$ cat config.mk
export PLATFORM = sky130hd
export DESIGN_NAME = nest_irq_ctrl
export DESIGN_NICKNAME = d
export VERILOG_FILES = /design/src/rtl/nic_pkg.sv /design/src/rtl/nic_pend.sv /design/src/rtl/nic_arb.sv /design/src/rtl/nic_stack.sv /design/src/rtl/nest_irq_ctrl.sv
export SDC_FILE = /design/constraint.sdc
export NUM_CORES = 1
export LEC_CHECK = 0
export BUFFER_PORTS_ARGS = -buffer_cell sky130_fd_sc_hd__buf_2
export CAP_MARGIN = 10
export CORE_MARGIN = 2
export CORE_UTILIZATION = 60
export CTS_CLUSTER_DIAMETER = 80
export DETAILED_ROUTE_END_ITERATION = 8
export GPL_ROUTABILITY_DRIVEN = 0
export PLACE_DENSITY = 0.86
export SETUP_SLACK_MARGIN = 0.05
export SYNTH_ARGS = -nofsm -noshare
export SYNTH_HDL_FRONTEND = slang
export SYNTH_SLANG_ARGS = --single-unit
$ cat constraint.sdc
create_clock -name clk -period 30.1 [get_ports clk]
set_clock_uncertainty 0.15 [all_clocks]
set_input_delay 4.515 -clock clk [delete_from_list [all_inputs] [get_ports clk]]
set_output_delay 4.515 -clock clk [all_outputs]
set_load 0.005 [all_outputs]
$ cat src/rtl/nic_pkg.sv
package nic_pkg;
    localparam int NIC_SOURCES = 16;
    localparam int NIC_LEVELS  = 8;
    localparam int NIC_DEPTH   = 8;
    localparam int NIC_LVL_W   = $clog2(NIC_LEVELS);

    typedef logic [NIC_LVL_W-1:0] lvl_t;

    localparam lvl_t LVL_LEAST = lvl_t'(NIC_LEVELS - 1);

    typedef enum logic [1:0] {
        CMD_NOP = 2'd0,
        CMD_EI  = 2'd1,
        CMD_DI  = 2'd2,
        CMD_RSV = 2'd3
    } cmd_e;

    typedef struct packed {
        logic hit;
        lvl_t lvl;
    } lvl_sel_t;

    // true when level a is strictly more urgent than level b
    function automatic logic outranks(lvl_t a, lvl_t b);
        return a < b;
    endfunction
endpackage

$ cat src/rtl/nic_pend.sv
module nic_pend #(
    parameter int NSRC  = 16,
    parameter int IDX_W = 4
) (
    input  logic             clk,
    input  logic             rst,
    input  logic [NSRC-1:0]  req,
    input  logic             clr_en,
    input  logic [IDX_W-1:0] clr_idx,
    output logic [NSRC-1:0]  pend
);
    logic [NSRC-1:0] prev_q;

    for (genvar g = 0; g < NSRC; g++) begin : g_cell
        logic rise;
        logic clr;
        assign rise = req[g] & ~prev_q[g];
        assign clr  = clr_en && (clr_idx == IDX_W'(g));
        always_ff @(posedge clk) begin
            if (rst) begin
                prev_q[g] <= 1'b0;
                pend[g]   <= 1'b0;
            end else begin
                prev_q[g] <= req[g];
                // a fresh edge wins over the clear of an acceptance
                pend[g]   <= (pend[g] & ~clr) | rise;
            end
        end
    end
endmodule

$ cat src/rtl/nic_arb.sv
module nic_arb
    import nic_pkg::*;
#(
    parameter int NSRC  = 16,
    parameter int IDX_W = 4
) (
    input  logic [NSRC-1:0]                pend,
    input  logic [NSRC-1:0][NIC_LVL_W-1:0] lvl,
    output lvl_sel_t                       best,
    output logic [IDX_W-1:0]               best_idx
);
    always_comb begin
        best     = '0;
        best_idx = '0;
        // scan from the top index down so a tie leaves the lowest index
        for (int i = NSRC - 1; i >= 0; i--) begin
            if (pend[i] && (!best.hit || !outranks(best.lvl, lvl[i]))) begin
                best.hit = 1'b1;
                best.lvl = lvl[i];
                best_idx = IDX_W'(i);
            end
        end
    end
endmodule

$ cat src/rtl/nic_stack.sv
module nic_stack
    import nic_pkg::*;
#(
    parameter int DEPTH = 8,
    localparam int DW   = $clog2(DEPTH + 1),
    localparam int SW   = (DEPTH > 1) ? $clog2(DEPTH) : 1
) (
    input  logic          clk,
    input  logic          rst,
    input  logic          push,
    input  lvl_t          push_lvl,
    input  logic          pop,
    output lvl_t          top_lvl,
    output logic          empty,
    output logic          full,
    output logic [DW-1:0] depth
);
    lvl_t          mem [DEPTH];
    logic          do_pop;
    logic [DW-1:0] wr_ptr;
    logic [DW-1:0] rd_ptr;

    assign empty  = (depth == '0);
    assign full   = (depth == DW'(DEPTH));
    assign do_pop = pop && !empty;
    assign wr_ptr = depth - DW'(do_pop);
    assign rd_ptr = depth - DW'(1);
    assign top_lvl = empty ? LVL_LEAST : mem[rd_ptr[SW-1:0]];

    always_ff @(posedge clk) begin
        if (rst) begin
            depth <= '0;
        end else begin
            if (push && (wr_ptr < DW'(DEPTH))) begin
                mem[wr_ptr[SW-1:0]] <= push_lvl;
            end
            depth <= depth - DW'(do_pop) + DW'(push);
        end
    end
endmodule

$ cat src/rtl/nest_irq_ctrl.sv
module nest_irq_ctrl
    import nic_pkg::*;
#(
    parameter int NSRC   = NIC_SOURCES,
    parameter int DEPTH  = NIC_DEPTH,
    localparam int IDX_W = $clog2(NSRC),
    localparam int DW    = $clog2(DEPTH + 1)
) (
    input  logic             clk,
    input  logic             rst,
    input  logic [NSRC-1:0]  irq_req,
    input  logic             lvl_wr_en,
    input  logic [IDX_W-1:0] lvl_wr_idx,
    input  logic [NIC_LVL_W-1:0] lvl_wr_data,
    input  logic [1:0]       irq_cmd,
    output logic             take_valid,
    output logic [IDX_W-1:0] take_idx,
    input  logic             take_ack,
    input  logic             eos
);
    logic [NSRC-1:0]                pend_q;
    logic [NSRC-1:0][NIC_LVL_W-1:0] lvl_q;
    lvl_sel_t                       cand;
    logic [IDX_W-1:0]               cand_idx;
    lvl_t                           top_lvl;
    logic                           stk_empty;
    logic                           stk_full;
    logic [DW-1:0]                  stk_depth;
    logic                           gie_q;
    logic                           accept;
    cmd_e                           cmd;

    assign cmd = cmd_e'(irq_cmd);

    for (genvar g = 0; g < NSRC; g++) begin : g_lvl
        always_ff @(posedge clk) begin
            if (rst) begin
                lvl_q[g] <= LVL_LEAST;
            end else if (lvl_wr_en && (lvl_wr_idx == IDX_W'(g))) begin
                lvl_q[g] <= lvl_wr_data;
            end
        end
    end

    nic_pend #(.NSRC(NSRC), .IDX_W(IDX_W)) u_pend (
        .clk     (clk),
        .rst     (rst),
        .req     (irq_req),
        .clr_en  (accept),
        .clr_idx (cand_idx),
        .pend    (pend_q)
    );

    nic_arb #(.NSRC(NSRC), .IDX_W(IDX_W)) u_arb (
        .pend     (pend_q),
        .lvl      (lvl_q),
        .best     (cand),
        .best_idx (cand_idx)
    );

    nic_stack #(.DEPTH(DEPTH)) u_stack (
        .clk      (clk),
        .rst      (rst),
        .push     (accept),
        .push_lvl (cand.lvl),
        .pop      (eos),
        .top_lvl  (top_lvl),
        .empty    (stk_empty),
        .full     (stk_full),
        .depth    (stk_depth)
    );

    assign take_valid = gie_q && cand.hit && !stk_full &&
                        (stk_empty || outranks(cand.lvl, top_lvl));
    assign take_idx   = cand_idx;
    assign accept     = take_valid && take_ack;

    always_ff @(posedge clk) begin
        if (rst) begin
            gie_q <= 1'b0;
        end else if (accept) begin
            gie_q <= 1'b0;
        end else begin
            case (cmd)
                CMD_EI:  gie_q <= 1'b1;
                CMD_DI:  gie_q <= 1'b0;
                default: gie_q <= gie_q;
            endcase
        end
    end
endmodule

## Word level (Yosys, flattened, before mapping)

Memories as Yosys holds them, arrays and structs flattened.
Index checks and enable logic that the tools add are counted.

- $add $sub $neg: 3
- Multiply operators: 0
- Div/mod/pow operators: 0
- Magnitude comparators: 17
- Equality and inequality tests: 33
- Shifts and indexed selects: 0
- Mux-type cells: 37
- Bitwise logic cells: 80
- Reductions and logical operators: 106

Operators with widths:

| kind | number |
|---|---|
| $mux W4 | 32 |
| $eq A4 B4 Y1 const B | 17 |
| $logic_and A1 B1 Y1 | 53 |
| $lt A3 B3 Y1 | 16 |
| $and A1 B1 Y1 | 32 |
| $eq A4 B3 Y1 const B | 8 |
| $logic_not A1 Y1 | 32 |
| $not A1 Y1 | 32 |
| $eq A4 B2 Y1 const B | 4 |
| $logic_or A1 B1 Y1 | 16 |
| $or A1 B1 Y1 | 16 |
| $logic_not A4 Y1 | 3 |
| $eq A4 B1 Y1 const B | 2 |
| $add A4 B1 Y4 | 1 |
| $lt A4 B4 Y1 const B | 1 |
| $sub A4 B1 Y4 | 1 |
| $mux W1 | 3 |
| $mux W3 | 1 |
| $sub A3 B1 Y3 const B | 1 |
| $eq A2 B1 Y1 const B | 1 |
| $eq A2 B2 Y1 const B | 1 |
| $pmux W1 S2 | 1 |
| $reduce_bool A2 Y1 | 1 |
| $reduce_or A2 Y1 | 1 |

- Register bits after elaboration: 85
- Bits in latches: 0
- Memory bits (writable): 24
- Bits in read-only memories: 0
- Input bits: 30
- Output and inout port bits: 5
- Word-level logic and storage cells: 327
- Memories kept: 1

Memories:

| name | words | width | rd ports | clocked after Yosys merged registers in | write ports | RTL line | source |
|---|---|---|---|---|---|---|---|
| u_stack.mem | 8 | 3 | 1 | 0 | 1 | nic_stack.sv:18 | `lvl_t mem [DEPTH];` |

## Depth between registers and ports, before layout

- Depth in word-level cells: 84
- Mapped depth: 122
- Mapped depth without buffers: 121

## By module

A second synthesis with hierarchy kept.

- Cells, all modules: 786
- Area total of the unflattened synthesis: 6961.7 sq um

Modules (own cells, without submodules):

| module | instances | cells an instance | area each (sq um) | sequential area each (sq um) |
|---|---|---|---|---|
| nic_arb | 1 | 395 | 2808.9 | 0.0 |
| nest_irq_ctrl | 1 | 196 | 1765.4 | 980.9 |
| nic_stack | 1 | 85 | 1285.0 | 800.8 |
| nic_pend | 1 | 110 | 1102.3 | 640.6 |

## Worst setup path after synthesis

OpenSTA, ideal clock, no wires.

- Path kind: register to output
- Start: register u_pend.pend[15]
- End: output take_valid
- Data arrival time: 19.843 ns
- Data required time: 25.435 ns
- Path slack: 5.592 ns
- Stages on the path, launching flop included: 113
- Path buffers: 1
- Cells stage by stage: dfxtp_1 -> buf_2 -> and2_1 -> ha_1 -> nand2_1 -> o211ai_1 -> a21boi_0 -> or2_2 -> ha_1 -> a21bo_2 -> a311o_1 -> o21a_1 -> o31ai_1 -> inv_1 -> ha_1 -> a21o_1 -> o21ai_0 -> o311a_1 -> (+77 left out) -> and2_1 -> a221o_1 -> nor2_1 -> a31oi_1 -> ha_1 -> a21oi_1 -> o41a_1 -> nand2_1 -> a21oi_1 -> or2_2 -> o21ai_0 -> a31oi_1 -> ha_1 -> a21oi_1 -> nand2_1 -> a21oi_1 -> nand2_1 -> a21oi_1

RTL lines:

| item | RTL line | source |
|---|---|---|
| start, declared | nic_pend.sv:10 | `output logic [NSRC-1:0] pend` |
| start signal, assigned by index | nic_pend.sv:26 | `pend[g] <= (pend[g] & ~clr) \| rise;` |
| end, declared | nest_irq_ctrl.sv:16 | `output logic take_valid,` |

==> run_results.csv <==
group,metric,value,unit
timing,hold_viol,0,
synthesis,synth-adder-area-share,0.0721,
timing,tns,0,ns
hold_path,hold-path-endpoint,"lvl_q[37]$_SDFFE_PP1P_",
worst_setup_path,slowest_stage,"dfxtp_1",
hold_path,hp-start,"lvl_q[37]$_SDFFE_PP1P_",
detailed_routing,drc_errors,0,
floorplan,core_area,10800,um^2
timing,slew_headroom,0.399,
clocking,numCtsBuffers,9,
worst_setup_path,cp.required,25.44,ns
detailed_routing,finalWirelength,17.2,mm
clocking,root_buffer,"clkbuf_8",
flow_run,maxCapViolations,0,
worst_setup_path,rrSetupSlack,4.93,ns
hold_path,hp-class,"reg2reg",
power,switching_share,0.468,
power,power.internal,0.372,mW
clocking,cts_setup_buffers,0,
final_layout,syn_to_final_growth,7.70,%
power,seqPwrFrac,0.284,
power,power_frac_comb,0.589,
timing,fmax,35.2,MHz
timing,min_period_over_period,0.944,
global_routing,grt_pass1_vias,6075,
final_layout,fin_nets,860,
synthesis,netlist_area,6600,um^2
synthesis,synthFlopType,"dfxtp_1",
synthesis,synth_top_family_by_area,"compound AO/OA/AOI/OAI gates",
synthesis,synthSimpleGateAreaFrac,0.203,
final_layout,mostFrequentLayoutCell,"nand2_1",
run_status,status,"finished clean",
detailed_routing,num_vias,6060,
final_layout,layout_common_cells,"nand2_1, dfxtp_1, inv_1, a21oi_1, nor2_1",
clocking,cts_buffer_depth,2,
clocking,clock_sinks,109,
timing,final-setup-viol-count,0,
global_routing,grt_max_degree,50,
placed_design,dp_hpwl,13.1,mm
timing,fin_crit,28.41,ns
detailed_routing,first_iter_violations,415,
global_routing,grtUsageTotal,0.304,
power,power,0.699,mW
timing,max_slew.worst_pin.slew,0.894,ns
synthesis,yosysTopAreaCellShare,0.258,
synthesis,synthArstFlopShare,0,
timing,rsz0062_at_grt,"no",
synthesis,yosysSeqAreaShare,0.367,
detailed_routing,dr.pass1.iters,8,
power,p_leak,3.15,nW
power,power.share.clock,0.127,
floorplan,dieHeight,109,um
final_layout,drive_gt1_frac,0.115,
worst_setup_path,worstPathArrival,23.74,ns
floorplan,initial_core_util,0.611,
worst_setup_path,cp_common_cell,"a21oi_1",
worst_setup_path,r2r_start,"u_pend.pend[15]$_SDFF_PP0_",
power,power_density,98.3,nW/um^2
worst_setup_path,timing.rr.end,"u_stack.mem[7][0]$_DFFE_PP_",
worst_setup_path,critPathMaxStageDelay,0.48,ns
synthesis,syn_nets,834,
worst_setup_path,setup.worst_path.end_class,"output port",
power,ir_drop,0.0000528,V
floorplan,io-pin-count,35,
synthesis,avgSynthCellArea,8.61,um^2
floorplan,rows,38,
floorplan,die_w,109,um
clocking,clk_pin_slew,0.12,ns
synthesis,ys.warnings.count,0,
global_routing,grt_overflow,0,
synthesis,ys_ff_latch,109,
synthesis,synth_cell_types,78,
synthesis,synthMuxAreaShare,0.0605,
worst_setup_path,path_class,"reg2out",
clocking,cts_tree,"built",
global_routing,antenna_found_initial,0,
worst_setup_path,start_kind,"flop",
global_routing,grt_pass1_wl,28.1,mm
detailed_routing,drtAntennaViolNets,0,
worst_setup_path,critPathMaxFanout,11,
final_layout,antenna_cells,0,
synthesis,syn_inst,766,
placed_design,portBuffers,34,
hold_path,whs_path_depth,2,
clocking,htree_levels,3,
synthesis,synth_xor_area_frac,0.00531,
synthesis,synth_edf_count,24,
clocking,clock_latency,0.40,ns
synthesis,synth_top_area_cell,"dfxtp_1",
power,power.switching,0.327,mW
worst_setup_path,reg2regPathDepth,116,
floorplan,dieArea,11900,um^2
detailed_routing,vias_per_cell,6.47,
timing,timing.final.max_slew_violations,0,
synthesis,synth_compound_area_frac,0.240,
synthesis,synthTopCellsByArea,"dfxtp_1, edfxtp_1, ha_1",
detailed_routing,wire_per_inst,18.4,um
worst max path at each step:
stage                     slack (ns)                        from         end  depth (start not counted)
after floorplan                 5.59  u_pend.pend[15]$_SDFF_PP0_  take_valid                        112
after global placement          3.42  u_pend.pend[15]$_SDFF_PP0_  take_valid                        110
after detailed placement        2.08  u_pend.pend[15]$_SDFF_PP0_  take_valid                        114
after CTS                       1.52  u_pend.pend[15]$_SDFF_PP0_  take_valid                        113
after global routing            0.03  u_pend.pend[15]$_SDFF_PP0_  take_valid                        114
final                           1.69  u_pend.pend[15]$_SDFF_PP0_  take_valid                        113
power groups by stage:
stage	clock [mW]	combinational, mW	sequential [mW]
floorplan	0	0.288	0.193
global placement	0	0.363	0.200
detailed placement	0	0.387	0.201
CTS	0.0881	0.392	0.198
global route	0.0939	0.452	0.200
finish	0.0887	0.411	0.199
per-stage QoR:
step | hold slack, ns | instance area [um^2] | utilization | setup slack [ns] | cells
6_report | 0.335 | 7110 | 0.658 | 1.69 | 937
5_1_grt | 0.361 | 7110 | 0.658 | 0.0331 | 937
4_1_cts | 0.337 | 7060 | 0.655 | 1.52 | 937
3_5_place_dp | 0.306 | 6870 | 0.637 | 2.08 | 921
3_3_place_gp | 0.298 | 6870 | 0.637 | 3.42 | 921
2_1_floorplan | 0.286 | 6600 | - | 5.59 | 766
layer usage:
layer  track usage  wire length, um  up-vias
met1         0.340             6610     2849
met2         0.524             8600      294
li1              -                -     2831
met5             0                0        -
met4         0.194             1010        0
met3        0.0622             1010       86
registers in the layout, indices dropped and copies added (netlist names):
| signal | count |
|---|---|
| gie_q | 1 |
| u_stack.depth | 4 |
| lvl_q | 48 |
| u_stack.mem | 24 |
| u_pend.prev_q | 16 |
| u_pend.pend | 16 |
synth_stat cells (all sizes together) (14+ instances only):
| cell | instances |
|---|---|
| nor3 | 19 |
| a21oi | 45 |
| inv | 70 |
| nor2 | 40 |
| o211ai | 31 |
| dfxtp | 85 |
| nor2b | 23 |
| nand2b | 19 |
| o31ai | 14 |
| nand3 | 17 |
| o21ai | 35 |
| ha | 38 |
| edfxtp | 24 |
| nand2 | 103 |
| clkbuf | 17 |
| mux2i | 23 |
worst max-delay path: cells and delay by family (launching register included):
family                     cells  cell delay (ns)
and+or+nand+nor               31             4.58
DFF                            1             0.48
adders and majority gates     16             4.76
AOI/OAI and AO/OA             58            12.24
muxes                          2             0.64
buffers and inverters          6             0.58
kinds of logic after synthesis:
| kind of cell | after synthesis |
|---|---|
| simple gates | 271 |
| buf+inv | 91 |
| compound gates | 221 |
| fa+ha+maj | 38 |
| xor+xnor | 4 |
| flops | 109 |
| mux | 32 |
cell type report:
class                   count  area [um^2]
repair buffers             35          178
clock buffers              10          138
multi-input cells         566         3870
well taps                 140          175
flip-flops and latches    109         2420
fillers                   860         3690
clock inverters             6         52.6
inverters                  71          267
timing repair:
item | CTS | global route
endpoints found under the setup margin | 0 | 1
hold buffers | 0 | 0
resized for setup | 0 | 9
Power figures use the tool's default switching activity.
